**src/rtl/rxf_pkg.sv**
```systemverilog
package rxf_pkg;

  typedef enum logic [1:0] {
    CLS_REJECT = 2'd0,
    CLS_UNI    = 2'd1,
    CLS_MULTI  = 2'd2,
    CLS_BCAST  = 2'd3
  } dclass_e;

  // control bit positions (decoded by software, so kept fixed)
  localparam int unsigned BIT_EN  = 31;
  localparam int unsigned BIT_AAB = 30;
  localparam int unsigned BIT_AAM = 29;
  localparam int unsigned BIT_AAU = 28;
  localparam int unsigned BIT_APM = 27;

  typedef struct packed {
    logic en;
    logic all_bcast;
    logic all_mcast;
    logic all_ucast;
    logic perfect;
  } mode_t;

endpackage

```
**src/rtl/rxf_ctrl_regs.sv**
```systemverilog
module rxf_ctrl_regs
  import rxf_pkg::*;
#(
  parameter int unsigned CTRL_W    = 32,
  parameter int unsigned IDX_W     = 10,
  parameter int unsigned PORT_W    = 16,
  parameter int unsigned MAC_BYTES = 6,
  localparam int unsigned MAC_W    = MAC_BYTES * 8,
  localparam int unsigned NWORDS   = MAC_W / PORT_W
) (
  input  logic              clk,
  input  logic              rst_n,
  input  logic              ctrl_wr,
  input  logic [CTRL_W-1:0] ctrl_wdata,
  input  logic              data_wr,
  input  logic [PORT_W-1:0] data_wdata,
  output mode_t             mode,
  output logic [MAC_W-1:0]  station
);

  logic [IDX_W-1:0] idx_q;

  // mode and index: full load only while disabled, else enable bit alone
  always_ff @(posedge clk or negedge rst_n) begin
    if (!rst_n) begin
      mode  <= '0;
      idx_q <= '0;
    end else if (ctrl_wr) begin
      if (!mode.en) begin
        mode.en        <= ctrl_wdata[BIT_EN];
        mode.all_bcast <= ctrl_wdata[BIT_AAB];
        mode.all_mcast <= ctrl_wdata[BIT_AAM];
        mode.all_ucast <= ctrl_wdata[BIT_AAU];
        mode.perfect   <= ctrl_wdata[BIT_APM];
        idx_q          <= ctrl_wdata[IDX_W-1:0];
      end else begin
        mode.en <= ctrl_wdata[BIT_EN];
      end
    end
  end

  // one storage word per even index
  for (genvar k = 0; k < NWORDS; k++) begin : g_word
    localparam logic [IDX_W-1:0] SLOT = IDX_W'(2 * k);
    always_ff @(posedge clk or negedge rst_n) begin
      if (!rst_n)
        station[k*PORT_W +: PORT_W] <= '0;
      else if (data_wr && !mode.en && idx_q == SLOT)
        station[k*PORT_W +: PORT_W] <= data_wdata;
    end
  end

endmodule

```
**src/rtl/rxf_classify.sv**
```systemverilog
module rxf_classify
  import rxf_pkg::*;
#(
  parameter int unsigned MAC_BYTES = 6,
  localparam int unsigned MAC_W    = MAC_BYTES * 8
) (
  input  logic [MAC_W-1:0] addr,
  input  logic [MAC_W-1:0] station,
  input  mode_t            mode,
  output logic             hit,
  output dclass_e          cls
);

  function automatic dclass_e kind_of(input logic [MAC_W-1:0] a);
    if (&a)       return CLS_BCAST;
    else if (a[0]) return CLS_MULTI;
    else          return CLS_UNI;
  endfunction

  dclass_e kind;
  logic    match;

  always_comb begin
    kind  = kind_of(addr);
    match = (addr == station);
    unique case (kind)
      CLS_BCAST: hit = mode.all_bcast;
      CLS_MULTI: hit = mode.all_mcast;
      default:   hit = mode.all_ucast | (mode.perfect & match);
    endcase
    hit = hit & mode.en;
    cls = hit ? kind : CLS_REJECT;
  end

endmodule

```
**src/rtl/rx_dest_filter.sv**
```systemverilog
module rx_dest_filter
  import rxf_pkg::*;
#(
  parameter int unsigned CTRL_W    = 32,
  parameter int unsigned IDX_W     = 10,
  parameter int unsigned PORT_W    = 16,
  parameter int unsigned MAC_BYTES = 6,
  localparam int unsigned MAC_W    = MAC_BYTES * 8
) (
  input  logic              clk,
  input  logic              rst_n,
  input  logic              dst_valid,
  input  logic [MAC_W-1:0]  dst_addr,
  input  logic              ctrl_wr,
  input  logic [CTRL_W-1:0] ctrl_wdata,
  input  logic              data_wr,
  input  logic [PORT_W-1:0] data_wdata,
  output logic              accept,
  output logic [1:0]        dest_class
);

  mode_t            mode;
  logic [MAC_W-1:0] station;
  logic             hit_c;
  dclass_e          cls_c;

  rxf_ctrl_regs #(
    .CTRL_W(CTRL_W), .IDX_W(IDX_W), .PORT_W(PORT_W), .MAC_BYTES(MAC_BYTES)
  ) u_regs (
    .clk(clk), .rst_n(rst_n),
    .ctrl_wr(ctrl_wr), .ctrl_wdata(ctrl_wdata),
    .data_wr(data_wr), .data_wdata(data_wdata),
    .mode(mode), .station(station)
  );

  rxf_classify #(.MAC_BYTES(MAC_BYTES)) u_cls (
    .addr(dst_addr), .station(station), .mode(mode),
    .hit(hit_c), .cls(cls_c)
  );

  always_ff @(posedge clk or negedge rst_n) begin
    if (!rst_n) begin
      accept     <= 1'b0;
      dest_class <= CLS_REJECT;
    end else if (dst_valid) begin
      accept     <= hit_c;
      dest_class <= cls_c;
    end
  end

endmodule

```
**config.mk**
```make
export PLATFORM = sky130hd
export DESIGN_NAME = rx_dest_filter
export DESIGN_NICKNAME = d
export VERILOG_FILES = /design/src/rtl/rxf_pkg.sv /design/src/rtl/rxf_ctrl_regs.sv /design/src/rtl/rxf_classify.sv /design/src/rtl/rx_dest_filter.sv
export SDC_FILE = /design/constraint.sdc
export NUM_CORES = 1
export LEC_CHECK = 0
export CORE_ASPECT_RATIO = 1.4
export CORE_UTILIZATION = 32
export DETAILED_ROUTE_END_ITERATION = 7
export PLACE_DENSITY = 0.56
export SLEW_MARGIN = 20
export SYNTH_ARGS = -nofsm -noshare
export SYNTH_HDL_FRONTEND = slang
export SYNTH_SLANG_ARGS = --single-unit
```
**constraint.sdc**
```tcl
create_clock -name clk -period 2.3 [get_ports clk]
set_clock_uncertainty 0.1 [all_clocks]
set_input_delay 0.345 -clock clk [delete_from_list [all_inputs] [get_ports clk]]
set_output_delay 0.345 -clock clk [all_outputs]
set_load 0.1 [all_outputs]
```
# == Word level (Yosys, flattened, before mapping) ==
# Index checks and enable logic that the tools add are counted.
# totals
output_inout_bits,3
input_bits,101
regBits,66
# op_classes
n_bitwise,4
muxes,4
reduce_logical,8
n_eq_ne,5
# op_table
operator,count
48-bit == test,1
48-bit AND reduction,1
"10-bit by 2-bit == test with 1-bit output, second input constant",1
"10-bit by 3-bit == test with 1-bit output, second input constant",1
10-bit zero test,1
2-bit two-way mux,3
"2-bit == test, second input constant",2
1-bit logical AND,4
1-bit AND,2
1-bit one-hot mux with 2 select lines,1
2-bit AND reduction,1
1-bit zero test,1
1-bit NOT,1
1-bit OR,1

# == Longest topological paths before layout ==
# Gate-level depths: netlist of the first run.
# depth
depth_word,6
mapped_depth,6
depth_no_buf,5

# == By module ==
# Synthesis of the first run repeated with hierarchy kept, for this count alone.
# hier_totals
cells_unflattened,250
hier_area_um2,3321.9
# by_module_without_submodules
mod,cells_each,instances,area_each_um2
rxf_ctrl_regs,140,1,2469.9
rxf_classify,104,1,743.2
rx_dest_filter,6,1,108.9

# == Least setup slack after synthesis of the first run ==
# OpenSTA, ideal clock, no wires.
# synth_timing
kind,reg-to-reg
start,"reg, netlist name u_regs.mode[4]"
end,reg u_regs.station[38]
path_buffers,1
period_less_slack_ns,1.956
setup_slack_ns,0.344
setup_time_ns,0.125
t_arrival_ns,1.731
path_stages_with_launch,6
path_cell_list,dfrtp_1 > nor4b_2 > nand3_2 > nor3b_4 > buf_12 > mux2_4
# synth_between
elab_chain_cells,3
# synth_lines
item,line,rtl
1-bit zero test,n/a,
1-bit logical AND (2 in a row),rxf_ctrl_regs.sv:48,else if (data_wr && !mode.en && idx_q == SLOT)
end signal: indexed assignment,rxf_ctrl_regs.sv:49,station[k*PORT_W +: PORT_W] <= data_wdata;
end: declaration,rxf_ctrl_regs.sv:18,output logic [MAC_W-1:0] station
# No other way between the ends.
# A chain may end at the register's enable or synchronous reset.

# == Final worst setup path of the first run ==
# layout_timing
start,"reg, netlist name u_regs.mode[4]"
end,reg u_regs.station[33]
# layout_between
elab_chain_cells,3
# layout_lines
item,line
1-bit zero test,n/a
1-bit logical AND (2 in a row),rxf_ctrl_regs.sv:48
# No other way between the ends.

==> results.toml, run 1 <==
[run_status]
status = "finished, final reports clean"

[floorplan]
die_h_um = 122
core_area_um2 = 9950
initial_core_util_pct = 32.9
boundaryPins = 104
rows = 43
dieArea_um2 = 10700
die_w_um = 87.6

[finish]
seqCellArea_um2 = 1650
drive_gt1_share_pct = 28.5
stdcell_area_um2 = 4730
fill_cells = 911
antenna_cells = 0
syn_to_final_growth_pct = 44.2
postLayoutCoreUtil_pct = 47.5
nets = 451
multi_input_area_um2 = 1570

[synthesis]
yosys.area.top_type_share_pct = 50.4
synth_area_leaders = "dfrtp_1, mux2_2, xnor2_1, mux2_4, nand4_1"
async_flop_share_pct = 100
synthesis.nets = 342
synth_edf_count = 0
synth_area_um2 = 3280
synth_area_leader_cell = "dfrtp_1"
synth-seq-cells = 66
ys_seq_area_share_pct = 50.4
syn_avg_cell_area_um2 = 13.6
synth-main-ff-cell = "dfrtp_1"
syn_inst = 241
synthDistinctLibCells = 34
synth_warnings = 0

[placed_design]
portBuffers = 86
placed_area_um2 = 4420
place.detailed.hpwl_um = 6470
gp_congestion = 0.770
place_worst_setup_slack_ns = -0.00719

[routing]
drt_drc_violations_left = 0
wirelength_um = 8360
dr_total_vias = 2312
vias_per_cell = 4.72
wl_per_cell_um = 17.1
ant_nets = 0
drt_pass1_iterations = 4
drt-initial-drc-count = 82

[sta]
post-route-period-util_pct = 85.3
fin_setup_tns_ns = 0
fmax_mhz = 510
relSlewSlack_pct = 75.2
slew_violations = 0
tightest_slew_ns = 0.372
layout_setup_ws_ns = 0.338
rsz0062_at_grt = "false"
period_needed_ns = 1.96
finalSetupViolCount = 0
hold_viol_final = 0

[worst_setup_path]
cp_slowest_stage_delay_ns = 0.39
regToRegEndpoint = "u_regs.station[33]"
required_ns = 2.41
ff2ff_path_depth = 5
crit_fanout = 16
critical_path_class = "register to register"
timing.rr.start = "u_regs.mode[4]"
worstPathBufferInverterCount = 1
cp_slowest_cell = "dfrtp_1"
crit_arrival_ns = 2.07
start_kind = "register"
path_cells = "nor4b_2 > nand3_2 > nor3b_4 > buf_12 > mux2_2"
cpLargestDelayFamily = "simple AND/OR/NAND/NOR gates"
ff2ff_setup_slack_ns = 0.34
endpoint_kind = "register"

[clock_tree]
cts_root_buf = "clkbuf_16"
clockBufferDepth = 2
htreeDepth = 3
ctsResizeCount = 0
post_cts_buffers = 0
hold_buffers = 1
numClockSinks = 66
clkLatencyLatePin_ns = 0.33
cts_tree = "built"
numCtsBuffers = 9
clk_pin_slew_ns = 0.05

[global_routing]
grt_antenna_before_repair = 0
track_usage_pct = 17.5
first_global_vias = 2478
grt_pass1_wl_um = 13300
grt_overflow = 0
grt_start_max_net_pins = 67

[hold_path]
hold_path_class = "register to register"
hold_start = "u_regs.idx_q[9]"
hold_path_end = "u_regs.idx_q[9]"
hold_depth = 1

[power]
p_leak_uw = 0.00199
ir_drop_v = 0.000503
power_density_nw_per_um2 = 672

[run]
max-cap-violations = 0
placed cells by master (no fill, tap or decap), types with 3 or more instances in the layout:
cell / instances
mux2_4: 10
clkdlybuf4s50_1: 82
buf_4: 15
dfrtp_1: 66
nand3_1: 4
nor4_1: 6
buf_12: 4
clkbuf_16: 9
nand4_1: 23
xnor2_1: 45
clkbuf_1: 3
a21oi_1: 3
inv_1: 3
mux2_2: 51
how the worst max path moves through the flow:
| stage | start | to | slack (ns) | depth (start not counted) |
|---|---|---|---|---|
| 6_report | u_regs.mode[4] | u_regs.station[33] | 0.34 | 5 |
| 5_1_grt | u_regs.mode[4] | u_regs.station[36] | 0.25 | 5 |
| 4_1_cts | u_regs.mode[4] | u_regs.station[33] | 0.31 | 5 |
| 3_5_place_dp | data_wr | u_regs.station[33] | -0.007 | 6 |
| 3_3_place_gp | data_wr | u_regs.station[34] | 0.003 | 6 |
| 2_1_floorplan | u_regs.mode[4] | u_regs.station[38] | 0.34 | 5 |
final cells by class:
class,count,share of cell area (%)
Sequential cell,66,34.9
Inverter,3,0.238
Clock buffer,14,5.58
Multi-Input combinational cell,167,33.2
Clock inverter,2,0.741
Tap cell,135,3.57
Timing Repair Buffer,103,21.8
worst reg2reg max path: stages, from the launching register on:
cell,delay (ns)
dfrtp_1,0.39
nor4b_2,0.34
nand3_2,0.20
nor3b_4,0.27
buf_12,0.20
mux2_2,0.35
routing by layer:
layer | vias up | track usage, % | wire length, um
met3 | 11 | 4.00 | 442
li1 | 1106 | - | -
met1 | 1130 | 21.6 | 3540
met4 | 0 | 7.99 | 170
met5 | - | 0 | 0
met2 | 65 | 28.8 | 4210
synthesized netlist by cell type (all sizes together) (2+ instances only):
master,count
xor2,2
buf,4
xnor2,45
mux2i,2
nor3,2
a21oi,3
nand4,23
inv,3
nor4,7
nand2,2
dfrtp,66
nor2,2
nand2b,2
mux2,63
nand3,5
sequential cells by signal (all words and copies together), names as in the netlist:
signal,flops
u_regs.station,48
u_regs.mode,5
dest_class,2
accept,1
u_regs.idx_q,10
where the power goes:
group | internal (uW) | switching (uW) | total [uW] | leakage [uW]
Clock | 897 | 468 | 1360 | 0.000147
Sequential | 1250 | 74.3 | 1330 | 0.000883
Combinational | 286 | 199 | 485 | 0.000962
Total | 2430 | 742 | 3180 | 0.00199
metrics by stage:
| stage | instances | total power (uW) | hold slack [ns] |
|---|---|---|---|
| finish | 490 | 3180 | 0.404 |
| global route | 490 | 3310 | 0.422 |
| CTS | 490 | 3240 | 0.411 |
| detailed placement | 473 | 1840 | 0.298 |
| global placement | 473 | 1830 | 0.299 |
| floorplan | 241 | 1560 | -0.0506 |
cells by family (layout without fill, tap and decap cells):
logic type | Yosys count | count (layout) | synth area share, %
and+or+nand+nor | 46 | 46 | 9.96
muxes | 65 | 65 | 23.4
DFF | 66 | 66 | 50.4
buffers and inverters | 8 | 122 | 1.79
AOI/OAI and AO/OA | 9 | 9 | 1.95
xor gates and xnor gates | 47 | 47 | 12.6
(Power assumes the default switching activity.)
==> inputs of run 2 (changes only) <==
- CELL_PAD_IN_SITES_DETAIL_PLACEMENT: unset -> 0
- CELL_PAD_IN_SITES_GLOBAL_PLACEMENT: unset -> 1
- CTS_BUF_LIST: unset -> sky130_fd_sc_hd__clkbuf_8 sky130_fd_sc_hd__clkbuf_16
- PLACE_DENSITY: 0.56 -> 0.68
==> results.toml, run 2 (synthesized netlist as in run 1, its figures left out) <==
[sta]
period_needed_ns = 1.97
tightest_slew_ns = 0.386
fmax_mhz = 508
finalSetupViolCount = 0
relSlewSlack_pct = 74.0
slew_violations = 0
holdWs_ns = 0.403
fin_setup_tns_ns = 0
rsz0062_at_grt = "false"
post-route-period-util_pct = 85.6
hold_viol_final = 0

[floorplan]
die_h_um = 122
rows = 43
initial_core_util_pct = 32.9
core_area_um2 = 9950
dieArea_um2 = 10700
boundaryPins = 104
die_w_um = 87.6

[worst_setup_path]
crit_fanout = 16
cp_slowest_stage_delay_ns = 0.39
start_kind = "register"
path_cells = "nor4b_2 > nand3_2 > nor3b_4 > buf_12 > mux2_2"
cp_slowest_cell = "dfrtp_1"
critical_path_class = "register to register"
endpoint_kind = "register"
required_ns = 2.41
crit_start = "u_regs.mode[4]"
crit_arrival_ns = 2.08
ff2ff_path_depth = 5
timing.rr.start = "u_regs.mode[4]"
ff2ff_setup_slack_ns = 0.33
regToRegEndpoint = "u_regs.station[34]"

[routing]
vias_per_cell = 4.77
drt-initial-drc-count = 98
maxUsedRoutingLayer = "met4"
ant_nets = 0
wl_met2_um = 4360
drt_drc_violations_left = 0
drt_pass1_iterations = 4
wl_met1_um = 3440
wirelength_um = 8510
dr_wl_met3_um = 588
wl_per_cell_um = 17.4
dr_total_vias = 2326

[power]
ir_drop_v = 0.000402
p_leak_uw = 0.00199
swShare_pct = 23.7
clockPowerShare_pct = 41.3
comb_power_share_pct = 15.6
intPower_uw = 2350
p_switching_uw = 729
seq_power_share_pct = 43.1
power_density_nw_per_um2 = 656

[global_routing]
first_global_vias = 2541
track_usage_pct = 17.7
grt_start_max_net_pins = 67
grt_overflow = 0
grt_antenna_before_repair = 0
grt_pass1_wl_um = 13600

[clock_tree]
clkLatencyLatePin_ns = 0.32
ctsResizeCount = 0
post_cts_buffers = 0
numClockSinks = 66
numCtsBuffers = 9
hold_buffers = 1
cts_root_buf = "clkbuf_16"
clk_pin_slew_ns = 0.05
htreeDepth = 3
cts_tree = "built"
clockBufferDepth = 2

[placed_design]
portBuffers = 86
place.detailed.hpwl_um = 6690
gp_congestion = 0.774

[finish]
seqCellArea_um2 = 1650
fill_cells = 928
reg.largest.list = "u_regs.station: 48 flops, u_regs.idx_q: 10 flops, u_regs.mode: 5 flops"
nets = 449
top_register = "u_regs.station"
final_common_cell = "clkdlybuf4s50_1"
final_cell_mix = "clkdlybuf4s50_1, dfrtp_1, mux2_2, xnor2_1, nand4_1"
largest_reg_flops = 48
drive_gt1_share_pct = 27.8
antenna_cells = 0
multi_input_area_um2 = 1570
syn_to_final_growth_pct = 43.2

[hold_path]
hold_path_end = "dest_class[1]"
hold_start = "dest_class[1]"
hold_path_class = "register to register"
hold_depth = 1

[run_status]
status = "finished, final reports clean"

[run]
max-cap-violations = 0
[run 2: routing by layer]
layer | vias to the layer above | track usage [%]
met5 | - | 0
li1 | 1093 | -
met3 | 11 | 5.35
met2 | 78 | 29.9
met1 | 1144 | 21.2
met4 | 0 | 5.84
[run 2: power groups by stage]
stage / registers (uW) / clock network (uW) / logic (uW)
final: 1330 / 1270 / 480
after global routing: 1340 / 1370 / 520
after CTS: 1330 / 1320 / 488
after detailed placement: 1350 / 0 / 485
after global placement: 1340 / 0 / 482
after floorplan: 1370 / 0 / 188
[run 2: layout make-up]
class                   instances  area share [%]
flip-flops and latches         66            35.2
multi-input cells             167            33.4
repair buffers                101            21.6
clock buffers                   9            4.80
well taps                     135            3.60
clock inverters                 7            1.17
inverters                       3           0.240
[run 2: stage by stage]
stage          instance area, um2  setup slack [ns]  total power [uW]  utilization (%)  std cells
2_1_floorplan                3280             0.344              1560                -        241
3_3_place_gp                 4400           -0.0377              1820             44.2        471
3_5_place_dp                 4400           -0.0481              1830             44.2        471
4_1_cts                      4690             0.282              3130             47.2        488
5_1_grt                      4690             0.180              3230             47.2        488
6_report                     4690             0.331              3080             47.2        488
[run 2: how the worst max path moves through the flow]
stage                          to  slack, ns
2_1_floorplan  u_regs.station[38]       0.34
3_3_place_gp               accept      -0.04
3_5_place_dp               accept      -0.05
4_1_cts                    accept       0.28
5_1_grt                    accept       0.18
6_report       u_regs.station[34]       0.33
[run 2: worst max-delay path: cells and delay by family, from the launching register on]
kind                   cells  cell delay, ns
buffers and inverters      1            0.21
flip-flops                 1            0.39
multiplexers               1            0.35
AND/OR/NAND/NOR            3            0.79
==> inputs of run 3 (changes only) <==
- CTS_CLUSTER_SIZE: unset -> 40
==> results of run 3 <==
No change in the layout: final DEF, timing and power equal those of run 2.
